### src/rtl/irq_dispatch_pkg.sv
package irq_dispatch_pkg;
  typedef enum logic [1:0] {CLS_EXT = 2'd0, CLS_EXC = 2'd1, CLS_SOFT = 2'd2} irqClass_e;

  typedef enum logic [2:0] {
    ACC_NONE, ACC_FLAGS, ACC_CS, ACC_IP, ACC_RDIP, ACC_RDCS
  } accSel_e;

  typedef struct packed {
    logic    load;      // capture request inputs
    logic    pushStep;  // a push was acknowledged: commit SP
    logic    grabIp;    // capture handler offset
    logic    grabCs;    // capture handler segment
    accSel_e sel;       // what the memory port carries
  } dpCtrl_t;
endpackage

### src/rtl/irq_dispatch_ctrl.sv
module irq_dispatch_ctrl
  import irq_dispatch_pkg::*;
(
  input  logic    clk,
  input  logic    rstN,
  input  logic    reqValid,
  input  logic    limFault,
  input  logic    memAck,
  output dpCtrl_t ctl,
  output logic    memReq,
  output logic    memWe,
  output logic    busy,
  output logic    done,
  output logic    fault
);
  typedef enum logic [3:0] {
    S_IDLE, S_CHECK, S_PUSH_FL, S_PUSH_CS, S_PUSH_IP, S_READ_IP, S_READ_CS, S_DONE, S_FAULT
  } state_e;

  state_e state, nextState;

  always_ff @(posedge clk) begin
    if (!rstN) state <= S_IDLE;
    else       state <= nextState;
  end

  always_comb begin
    nextState    = state;
    ctl          = '0;
    ctl.sel      = ACC_NONE;
    memReq       = 1'b0;
    memWe        = 1'b0;
    done         = 1'b0;
    fault        = 1'b0;
    unique case (state)
      S_IDLE: if (reqValid) begin
        ctl.load  = 1'b1;
        nextState = S_CHECK;
      end
      S_CHECK: nextState = limFault ? S_FAULT : S_PUSH_FL;
      S_PUSH_FL: begin
        ctl.sel = ACC_FLAGS; memReq = 1'b1; memWe = 1'b1;
        if (memAck) begin ctl.pushStep = 1'b1; nextState = S_PUSH_CS; end
      end
      S_PUSH_CS: begin
        ctl.sel = ACC_CS; memReq = 1'b1; memWe = 1'b1;
        if (memAck) begin ctl.pushStep = 1'b1; nextState = S_PUSH_IP; end
      end
      S_PUSH_IP: begin
        ctl.sel = ACC_IP; memReq = 1'b1; memWe = 1'b1;
        if (memAck) begin ctl.pushStep = 1'b1; nextState = S_READ_IP; end
      end
      S_READ_IP: begin
        ctl.sel = ACC_RDIP; memReq = 1'b1;
        if (memAck) begin ctl.grabIp = 1'b1; nextState = S_READ_CS; end
      end
      S_READ_CS: begin
        ctl.sel = ACC_RDCS; memReq = 1'b1;
        if (memAck) begin ctl.grabCs = 1'b1; nextState = S_DONE; end
      end
      S_DONE: begin
        done      = 1'b1;
        nextState = S_IDLE;
      end
      S_FAULT: begin
        fault     = 1'b1;
        nextState = S_IDLE;
      end
      default: nextState = S_IDLE;
    endcase
  end

  assign busy = (state != S_IDLE);
endmodule

### src/rtl/irq_dispatch_dp.sv
module irq_dispatch_dp
  import irq_dispatch_pkg::*;
#(
  parameter int ADDR_W = 20,
  parameter int WORD_W = 16,
  parameter int VEC_W  = 8,
  parameter int LIM_W  = 16,
  parameter int FLAG_W = 32
) (
  input  logic              clk,
  input  logic              rstN,
  input  dpCtrl_t           ctl,
  input  logic [VEC_W-1:0]  reqVector,
  input  logic [1:0]        reqClass,
  input  logic              halted,
  input  logic [ADDR_W-1:0] tblBase,
  input  logic [LIM_W-1:0]  tblLimit,
  input  logic [FLAG_W-1:0] flagsIn,
  input  logic [WORD_W-1:0] csIn,
  input  logic [WORD_W-1:0] ipIn,
  input  logic [WORD_W-1:0] ssIn,
  input  logic [WORD_W-1:0] spIn,
  input  logic [WORD_W-1:0] memRdata,
  output logic              limFault,
  output logic [WORD_W-1:0] faultCode,
  output logic              haltRelease,
  output logic [FLAG_W-1:0] newFlags,
  output logic [WORD_W-1:0] newCs,
  output logic [WORD_W-1:0] newIp,
  output logic [WORD_W-1:0] newSp,
  output logic [ADDR_W-1:0] memAddr,
  output logic [WORD_W-1:0] memWdata
);
  localparam int OFF_W   = VEC_W + 2;
  localparam int CMP_W   = ((OFF_W > LIM_W) ? OFF_W : LIM_W) + 1;
  localparam int SEG_SH  = 4;
  localparam int TF_BIT  = 8;
  localparam int IF_BIT  = 9;
  localparam int RF_BIT  = 16;
  localparam int AC_BIT  = 18;
  localparam logic [FLAG_W-1:0] CLR_MASK =
      (FLAG_W'(1) << TF_BIT) | (FLAG_W'(1) << IF_BIT) |
      (FLAG_W'(1) << RF_BIT) | (FLAG_W'(1) << AC_BIT);

  logic [OFF_W-1:0]  offReg;
  logic [LIM_W-1:0]  limReg;
  logic [ADDR_W-1:0] baseReg;
  logic [FLAG_W-1:0] flagsReg;
  logic [WORD_W-1:0] csReg, ipReg, ssReg, spReg, newIpReg, newCsReg;
  logic              wakeReg;
  logic [WORD_W-1:0] spNext;
  logic [ADDR_W-1:0] stackAddr, slotAddr;
  logic              wake;

  assign wake   = (reqClass == CLS_EXT) && halted;
  assign spNext = spReg - WORD_W'(2);

  always_ff @(posedge clk) begin
    if (!rstN) begin
      offReg <= '0; limReg <= '0; baseReg <= '0; flagsReg <= '0;
      csReg <= '0; ipReg <= '0; ssReg <= '0; spReg <= '0;
      newIpReg <= '0; newCsReg <= '0; wakeReg <= 1'b0;
    end else begin
      if (ctl.load) begin
        offReg   <= {reqVector, 2'b00};
        limReg   <= tblLimit;
        baseReg  <= tblBase;
        flagsReg <= flagsIn;
        csReg    <= csIn;
        ipReg    <= wake ? ipIn + WORD_W'(1) : ipIn;
        ssReg    <= ssIn;
        spReg    <= spIn;
        wakeReg  <= wake;
      end
      if (ctl.pushStep) spReg    <= spNext;
      if (ctl.grabIp)   newIpReg <= memRdata;
      if (ctl.grabCs)   newCsReg <= memRdata;
    end
  end

  assign limFault  = (CMP_W'(offReg) + CMP_W'(3)) > CMP_W'(limReg);
  assign faultCode = WORD_W'(offReg) + WORD_W'(2);

  assign stackAddr = ADDR_W'({ssReg, {SEG_SH{1'b0}}}) + ADDR_W'(spNext);
  assign slotAddr  = baseReg + ADDR_W'(offReg);

  always_comb begin
    memAddr  = '0;
    memWdata = '0;
    unique case (ctl.sel)
      ACC_FLAGS: begin memAddr = stackAddr; memWdata = flagsReg[WORD_W-1:0]; end
      ACC_CS:    begin memAddr = stackAddr; memWdata = csReg; end
      ACC_IP:    begin memAddr = stackAddr; memWdata = ipReg; end
      ACC_RDIP:  memAddr = slotAddr;
      ACC_RDCS:  memAddr = slotAddr + ADDR_W'(2);
      default:   ;
    endcase
  end

  assign newFlags    = flagsReg & ~CLR_MASK;
  assign newCs       = newCsReg;
  assign newIp       = newIpReg;
  assign newSp       = spReg;
  assign haltRelease = wakeReg;
endmodule

### src/rtl/irq_vector_dispatch.sv
module irq_vector_dispatch
  import irq_dispatch_pkg::*;
#(
  parameter int ADDR_W = 20,
  parameter int WORD_W = 16,
  parameter int VEC_W  = 8,
  parameter int LIM_W  = 16,
  parameter int FLAG_W = 32
) (
  input  logic              clk,
  input  logic              rstN,
  input  logic              reqValid,
  input  logic [VEC_W-1:0]  reqVector,
  input  logic [1:0]        reqClass,
  input  logic              halted,
  input  logic [ADDR_W-1:0] tblBase,
  input  logic [LIM_W-1:0]  tblLimit,
  input  logic [FLAG_W-1:0] flagsIn,
  input  logic [WORD_W-1:0] csIn,
  input  logic [WORD_W-1:0] ipIn,
  input  logic [WORD_W-1:0] ssIn,
  input  logic [WORD_W-1:0] spIn,
  output logic              busy,
  output logic              done,
  output logic              fault,
  output logic [WORD_W-1:0] faultCode,
  output logic              haltRelease,
  output logic [FLAG_W-1:0] newFlags,
  output logic [WORD_W-1:0] newCs,
  output logic [WORD_W-1:0] newIp,
  output logic [WORD_W-1:0] newSp,
  output logic              memReq,
  output logic              memWe,
  output logic [ADDR_W-1:0] memAddr,
  output logic [WORD_W-1:0] memWdata,
  input  logic [WORD_W-1:0] memRdata,
  input  logic              memAck
);
  dpCtrl_t ctl;
  logic    limFault;

  irq_dispatch_ctrl ctrlInst (
    .clk(clk), .rstN(rstN), .reqValid(reqValid), .limFault(limFault),
    .memAck(memAck), .ctl(ctl), .memReq(memReq), .memWe(memWe),
    .busy(busy), .done(done), .fault(fault)
  );

  irq_dispatch_dp #(
    .ADDR_W(ADDR_W), .WORD_W(WORD_W), .VEC_W(VEC_W), .LIM_W(LIM_W), .FLAG_W(FLAG_W)
  ) dpInst (
    .clk(clk), .rstN(rstN), .ctl(ctl), .reqVector(reqVector), .reqClass(reqClass),
    .halted(halted), .tblBase(tblBase), .tblLimit(tblLimit), .flagsIn(flagsIn),
    .csIn(csIn), .ipIn(ipIn), .ssIn(ssIn), .spIn(spIn), .memRdata(memRdata),
    .limFault(limFault), .faultCode(faultCode), .haltRelease(haltRelease),
    .newFlags(newFlags), .newCs(newCs), .newIp(newIp), .newSp(newSp),
    .memAddr(memAddr), .memWdata(memWdata)
  );
endmodule

### config.mk
export PLATFORM = sky130hd
export DESIGN_NAME = irq_vector_dispatch
export DESIGN_NICKNAME = d
export VERILOG_FILES = /design/src/rtl/irq_dispatch_pkg.sv /design/src/rtl/irq_dispatch_ctrl.sv /design/src/rtl/irq_dispatch_dp.sv /design/src/rtl/irq_vector_dispatch.sv
export SDC_FILE = /design/constraint.sdc
export NUM_CORES = 1
export LEC_CHECK = 0
export BUFFER_PORTS_ARGS = -buffer_cell sky130_fd_sc_hd__buf_2
export CAP_MARGIN = 10
export CORE_MARGIN = 2
export CORE_UTILIZATION = 35
export CTS_CLUSTER_SIZE = 14
export DETAILED_ROUTE_END_ITERATION = 12
export SYNTH_ARGS = -nofsm -noshare
export SYNTH_HDL_FRONTEND = slang
export SYNTH_SLANG_ARGS = --single-unit
export TNS_END_PERCENT = 10
### constraint.sdc
create_clock -name clk -period 4.8 [get_ports clk]
set_clock_uncertainty 0.05 [all_clocks]
set_input_delay 0.48 -clock clk [delete_from_list [all_inputs] [get_ports clk]]
set_output_delay 0.48 -clock clk [all_outputs]
set_load 0.05 [all_outputs]
Word-level counts from Yosys, hierarchy flattened
Index checks and enable logic that the tools add are counted.
- bits in registers: 177
- input port bits: 163
- output and inout bits: 138
- $add $sub $neg: 7
- magnitude comparators: 1
- equal/unequal tests: 19
- multiplexer cells: 24
- reduce and logical (&&, ||, !) cells: 9
- operator list (operator ; number):
    case mux 20 bit (3 select lines) ; 1
    2-to-1 mux 16 bit ; 3
    case mux 16 bit (3 select lines) ; 1
    2-to-1 mux 4 bit ; 7
    case mux 4 bit (7 select lines) ; 1
    adder 10 x 2 -> 11 bit (second input constant) ; 2
    adder 20 x 10 -> 20 bit ; 1
    adder 20 x 16 -> 20 bit ; 1
    adder 20 x 2 -> 20 bit (second input constant) ; 1
    greater-than comparator 17 x 16 -> 1 bit ; 1
    adder 16 x 1 -> 16 bit (second input constant) ; 1
    == test 4 x 3 -> 1 bit (second input constant) ; 4
    subtractor 16 x 2 -> 16 bit (second input constant) ; 1
    case mux 3 bit (5 select lines) ; 1
    != test 2 bit (second input constant) ; 6
    2-to-1 mux 1 bit ; 10
    == test 4 x 2 -> 1 bit (second input constant) ; 2
    == test 3 x 2 -> 1 bit (second input constant) ; 2
    == test 3 bit (second input constant) ; 2
    AND reduction 6 bit ; 1
    OR reduction 3 bit ; 2
    OR reduction 5 bit ; 1
    == test 4 x 1 -> 1 bit (second input constant) ; 1
    == test 4 bit (second input constant) ; 1
    6 further kinds ; 6

Longest topological paths before layout
- depth in word-level cells: 5
- gate-level depth with buffers: 16
- mapped depth without buffers: 15

Cells and area by module
A second synthesis with hierarchy kept.
- cells, all modules: 1115
- area, all modules: 10218.6 µm²
- modules (own cells, without submodules) (module ; times used ; cells each ; area an instance (µm²) ; sequential area each (µm²)):
    irq_dispatch_dp ; 1 ; 1067 ; 9879.5 ; 3423.3
    irq_dispatch_ctrl ; 1 ; 48 ; 339.1 ; 80.1

Worst setup path before layout
OpenSTA, ideal clock, no wires.
- kind: flip-flop to output port
- start: register dpInst.offReg[2]
- end: output port memAddr[18]
- arrival time: 4245 ps
- data required time: 4270 ps
- setup slack: 25 ps
- cell stages (with the launch flop): 13
- buffers on the path: 1
- cells stage by stage: dfxtp_1 -> ha_1 -> inv_1 -> fa_1 -> nand2b_1 -> a21oi_2 -> o21ai_0 -> xnor2_2 -> or4b_1 -> buf_6 -> nor4_1 -> xor2_1 -> o21ai_0
- word-level cells in the longest chain between the ends: 3
- ends and longest elaborated chain (what ; line ; RTL):
    start: declaration ; irq_dispatch_dp.sv:45 ; logic [OFF_W-1:0] offReg;
    start signal: assignment ; irq_dispatch_dp.sv:65 ; offReg <= {reqVector, 2'b00};
    adder 20 x 10 -> 20 bit (*) ; irq_dispatch_dp.sv:85 ; assign slotAddr = baseReg + ADDR_W'(offReg);
    adder 20 x 2 -> 20 bit ; irq_dispatch_dp.sv:95 ; ACC_RDCS: memAddr = slotAddr + ADDR_W'(2);
    case mux 20 bit (3 select lines) (*) ; irq_dispatch_dp.sv:90 ; unique case (ctl.sel)
    end: declaration ; irq_vector_dispatch.sv:34 ; output logic [ADDR_W-1:0] memAddr,
Mark *: on every way between the ends. The rest lies on a longest branch, timed or not.

Worst setup path in the final report
- start: register dpInst.spReg[2] (netlist: dpInst.newSp[2])
- end: output port memAddr[17]
- word-level cells in the longest chain between the ends: 3
- ends and longest elaborated chain (what ; line ; RTL):
    start: declaration ; irq_dispatch_dp.sv:49 ; logic [WORD_W-1:0] csReg, ipReg, ssReg, spReg, newIpReg, newCsReg;
    start signal: assignment ; irq_dispatch_dp.sv:72 ; spReg <= spIn;
    start signal: assignment ; irq_dispatch_dp.sv:75 ; if (ctl.pushStep) spReg <= spNext;
    subtractor 16 x 2 -> 16 bit ; irq_dispatch_dp.sv:56 ; assign spNext = spReg - WORD_W'(2);
    adder 20 x 16 -> 20 bit ; irq_dispatch_dp.sv:84 ; assign stackAddr = ADDR_W'({ssReg, {SEG_SH{1'b0}}}) + ADDR_W'(spNext);
    case mux 20 bit (3 select lines) ; irq_dispatch_dp.sv:90 ;
No other way between the ends.

==> flow_metrics.py <==
metrics = {
    "clock_tree": {
        "clk_pin_slew_worst_paths_ps": 80,
        "cts_made_buffers": 17,
        "htreeDepth": 4,
        "clkSinkCount": 175,
        "cts_tree": "done",
        "cts_root_buf": "clkbuf_16",
        "cts.path.max_buffers": 2,
        "clk-insertion-delay-late_ps": 450,
    },
    "yosys": {
        "synth_area_leader_cell": "dfxtp_1",
        "synthTopCellsByArea": "dfxtp_1 35%, nand2_1 13%, a21boi_0 11%",
        "netlist_area_um2": 9900,
        "synth_edf_count": 0,
        "async_flop_share_pct": 0,
        "synth.top_cell.area_share_pct": 35.4,
        "seq_area_frac_synth_pct": 35.4,
        "ys_warn_count": 0,
        "ys_ff_latch": 175,
        "ys.flop_type": "dfxtp_1",
        "syn_inst": 1254,
        "syn_avg_cell_area_um2": 7.89,
        "ys_types": 76,
    },
    "worst_setup_path": {
        "end_kind": "output pin",
        "cpPeakStageDelay_ps": 450,
        "reg2reg_to": "dpInst.newSp[11]$_SDFFE_PN0P_",
        "worstPathArrival_ps": 4180,
        "reg2reg_from": "ctrlInst.state[2]$_SDFFE_PN0P_",
        "cp_top_family": "simple AND/OR/NAND/NOR gates",
        "reg2reg_setup_slack_ps": 1500,
        "crit_slowest_cell": "or3_4",
        "worst-endpoint-required_ps": 4270,
        "path_buf_inv": 3,
        "endpoint": "memAddr[17]",
        "rr_worst_depth": 9,
        "start_kind": "flip-flop",
        "critPathLaunch": "dpInst.newSp[2]$_SDFFE_PN0P_",
        "worst-path-stages": 16,
        "worstSetupPathType": "flip-flop to output pin",
        "worstPathCellList": "inv_2 -> ha_4 -> or3b_4 -> or4_4 -> or3_4 -> nor2_4 -> xor2_1 -> ha_1 -> buf_4 -> a21oi_4 -> o21ai_2 -> a21boi_2 -> or4_1 -> nand2_1 -> a221o_1 -> buf_6",
        "crit_fanout": 5,
    },
    "global_routing": {
        "gr-total-overflow": 0,
        "grt_pass1_wl_um": 46600,
        "grt_pass1_vias": 8779,
        "grtUsageTotal_pct": 20.2,
        "antenna_found_initial": 2,
        "grt_max_degree": 114,
    },
    "sta": {
        "layout_min_cycle_time_ps": 4710,
        "drv_slew": 0,
        "rsz0062_at_grt": "yes",
        "fin_ws_ps": 91.4,
        "setup_viol": 0,
        "tightest_slew_ps": 1030,
        "hold_slack_ps": 224,
        "hold_viol": 0,
        "timing.final.crit_share_pct": 98.1,
        "relSlewSlack_pct": 31.0,
        "fmax_ghz": 0.212,
    },
    "min_path": {
        "holdCritPathClass": "input port to flip-flop",
        "min_from": "tblLimit[10]",
    },
    "place": {
        "dpl_worst_slack_ps": 166,
        "gp_congestion": 0.888,
        "placed_area_um2": 11400,
        "io_buffers": 286,
        "hpwlAfterDp_um": 22100,
        "placedCellCount": 1819,
    },
    "finish": {
        "fin_area_um2": 12100,
        "finalNetCount": 1664,
        "final_layout_size_suffix_gt1_share_pct": 25.7,
        "stdcell_count": 1858,
        "final_util_pct": 43.6,
        "regArea_um2": 3500,
        "multi_input_area_um2": 5840,
        "diodes": 0,
        "fillCellCount": 2888,
        "area_growth_syn_to_layout_pct": 22.3,
    },
    "drt": {
        "drtPass1Iterations": 6,
        "ant_nets": 0,
        "drcViolationCount": 0,
        "met1Wirelength_um": 13200,
        "finalWirelength_um": 30700,
        "avgRoutedWirePerCell_um": 16.5,
        "wl_met2_um": 15000,
        "drt_iter0_drc": 603,
        "vias_per_cell": 5.06,
        "met3RoutedLength_um": 1750,
        "maxUsedRoutingLayer": "met5",
        "dr_total_vias": 9400,
    },
    "run": {
        "drv_cap": 0,
    },
    "power_and_ir_drop": {
        "max-vdd-ir-drop_uv": 228,
        "cellLeakagePower_nw": 5.28,
        "power.density_nw_per_um2": 441,
    },
    "floorplan": {
        "fp.dieArea_um2": 29600,
        "start_util_pct": 35.6,
        "core_region_area_um2": 27800,
        "num_rows": 61,
        "die_h_um": 172,
        "io_pins": 301,
        "die_x_um": 172,
    },
    "outcome": {
        "status": "complete, no violations",
    },
}
## final cells by class
| type | instances | share of cell area (%) |
|---|---|---|
| Timing Repair Buffer | 301 | 13.2 |
| Sequential cell | 175 | 28.9 |
| Clock buffer | 22 | 3.83 |
| Multi-Input combinational cell | 937 | 48.2 |
| Inverter | 35 | 1.08 |
| Clock inverter | 10 | 0.796 |
| Tap cell | 378 | 3.91 |
## worst min-delay path by stage
| stage | endpoint | slack, ps | depth (start not counted) |
|---|---|---|---|
| 2_1_floorplan | dpInst.baseReg[0]$_SDFFE_PN0P_ | 390 | 2 |
| 3_3_place_gp | dpInst.flagsReg[17]$_SDFFE_PN0P_ | 400 | 2 |
| 3_5_place_dp | dpInst.newIp[2]$_SDFFE_PN0P_ | 400 | 2 |
| 4_1_cts | dpInst.flagsReg[10]$_SDFFE_PN0P_ | 200 | 3 |
| 5_1_grt | dpInst.csReg[10]$_SDFFE_PN0P_ | 210 | 3 |
| 6_report | dpInst.limReg[10]$_SDFFE_PN0P_ | 220 | 3 |
## repair_timing
item,in CTS,in global routing
pin swaps,4,11
resized for setup,19,22
setup buffers,3,4
endpoints found under the setup margin,5,8
hold buffers,0,0
## flip-flops by register name, indices dropped and copies added (netlist names)
name and count:
dpInst.offReg 8, dpInst.flagsReg 30, dpInst.haltRelease 1, ctrlInst.state 4, dpInst.csReg 16, dpInst.newSp 16, dpInst.baseReg 20, dpInst.newIp 16
dpInst.limReg 16, dpInst.newCs 16, dpInst.ssReg 16, dpInst.ipReg 16
## metal layers
| layer | GRT usage [%] | up-vias |
|---|---|---|
| met2 | 35.0 | 260 |
| met1 | 24.6 | 4406 |
| li1 | - | 4688 |
| met5 | 0 | - |
| met3 | 4.99 | 42 |
| met4 | 6.87 | 4 |
## Yosys cell counts, drive strengths merged (7+ instances only)
cell type and n:
nand4 9, a222oi 21, nand2 346, buf 48
a21oi 22, o211ai 8, and3 10, a22oi 9
inv 35, clkbuf 69, dfxtp 175, nor3 22
or3 8, nor2b 17, nor4 7, nor2 48
ha 32, a21boi 145, xor2 31, o221ai 8
o21ai 37, xnor2 31, o211a 15, nand3 24
## where the power goes
group	switching [W]	total [W]	internal (W)
Combinational	0.00144	0.00218	0.000737
Clock	0.000657	0.00137	0.000709
Sequential	0.000174	0.00180	0.00162
Total	0.00227	0.00535	0.00307
## kinds of logic after synthesis
group	count (synthesis)	share of synthesized area, %
AND/OR/NAND/NOR	523	23.6
AO/OA/AOI/OAI	303	23.1
multiplexers	3	0.329
flip-flops	175	35.4
buffers and inverters	152	7.44
adder cells (fa/ha/maj)	34	4.45
other	2	0.0759
XOR/XNOR	62	5.56
## worst register-to-register path, delay by kind of cell, from the launching register on
kind / cells / cell delay [ps]
flops: 1 / 560
compound gates: 2 / 340
buf+inv: 2 / 560
simple gates: 5 / 1720
## layout by cell type, fill, tap and decap left out, drive strengths merged, types with 3 or more instances in the layout
cell type	n
nand2	346
buf	299
dfxtp	175
a21boi	145
nor2	48
inv	41
o21ai	37
ha	32
xor2	31
xnor2	31
nand3	24
clkbuf	24
a21oi	22
nor3	22
a222oi	21
nor2b	17
o211a	15
conb	12
and3	10
a22oi	9
nand4	9
o211ai	8
o221ai	8
or3	8
nor4	7
o21a	6
nor3b	6
nand2b	6
a221oi	5
or2	4
a21o	4
o21bai	4
and2	4
a311oi	4
clkinvlp	3
nor4b	3
a211oi	3
## through the flow
stage               TNS [ps]  power (W)
floorplan                  0    0.00336
global placement           0    0.00386
detailed placement         0    0.00389
CTS                    -3.90    0.00534
global route            -363    0.00568
finish                     0    0.00535
(Power assumes the default switching activity.)
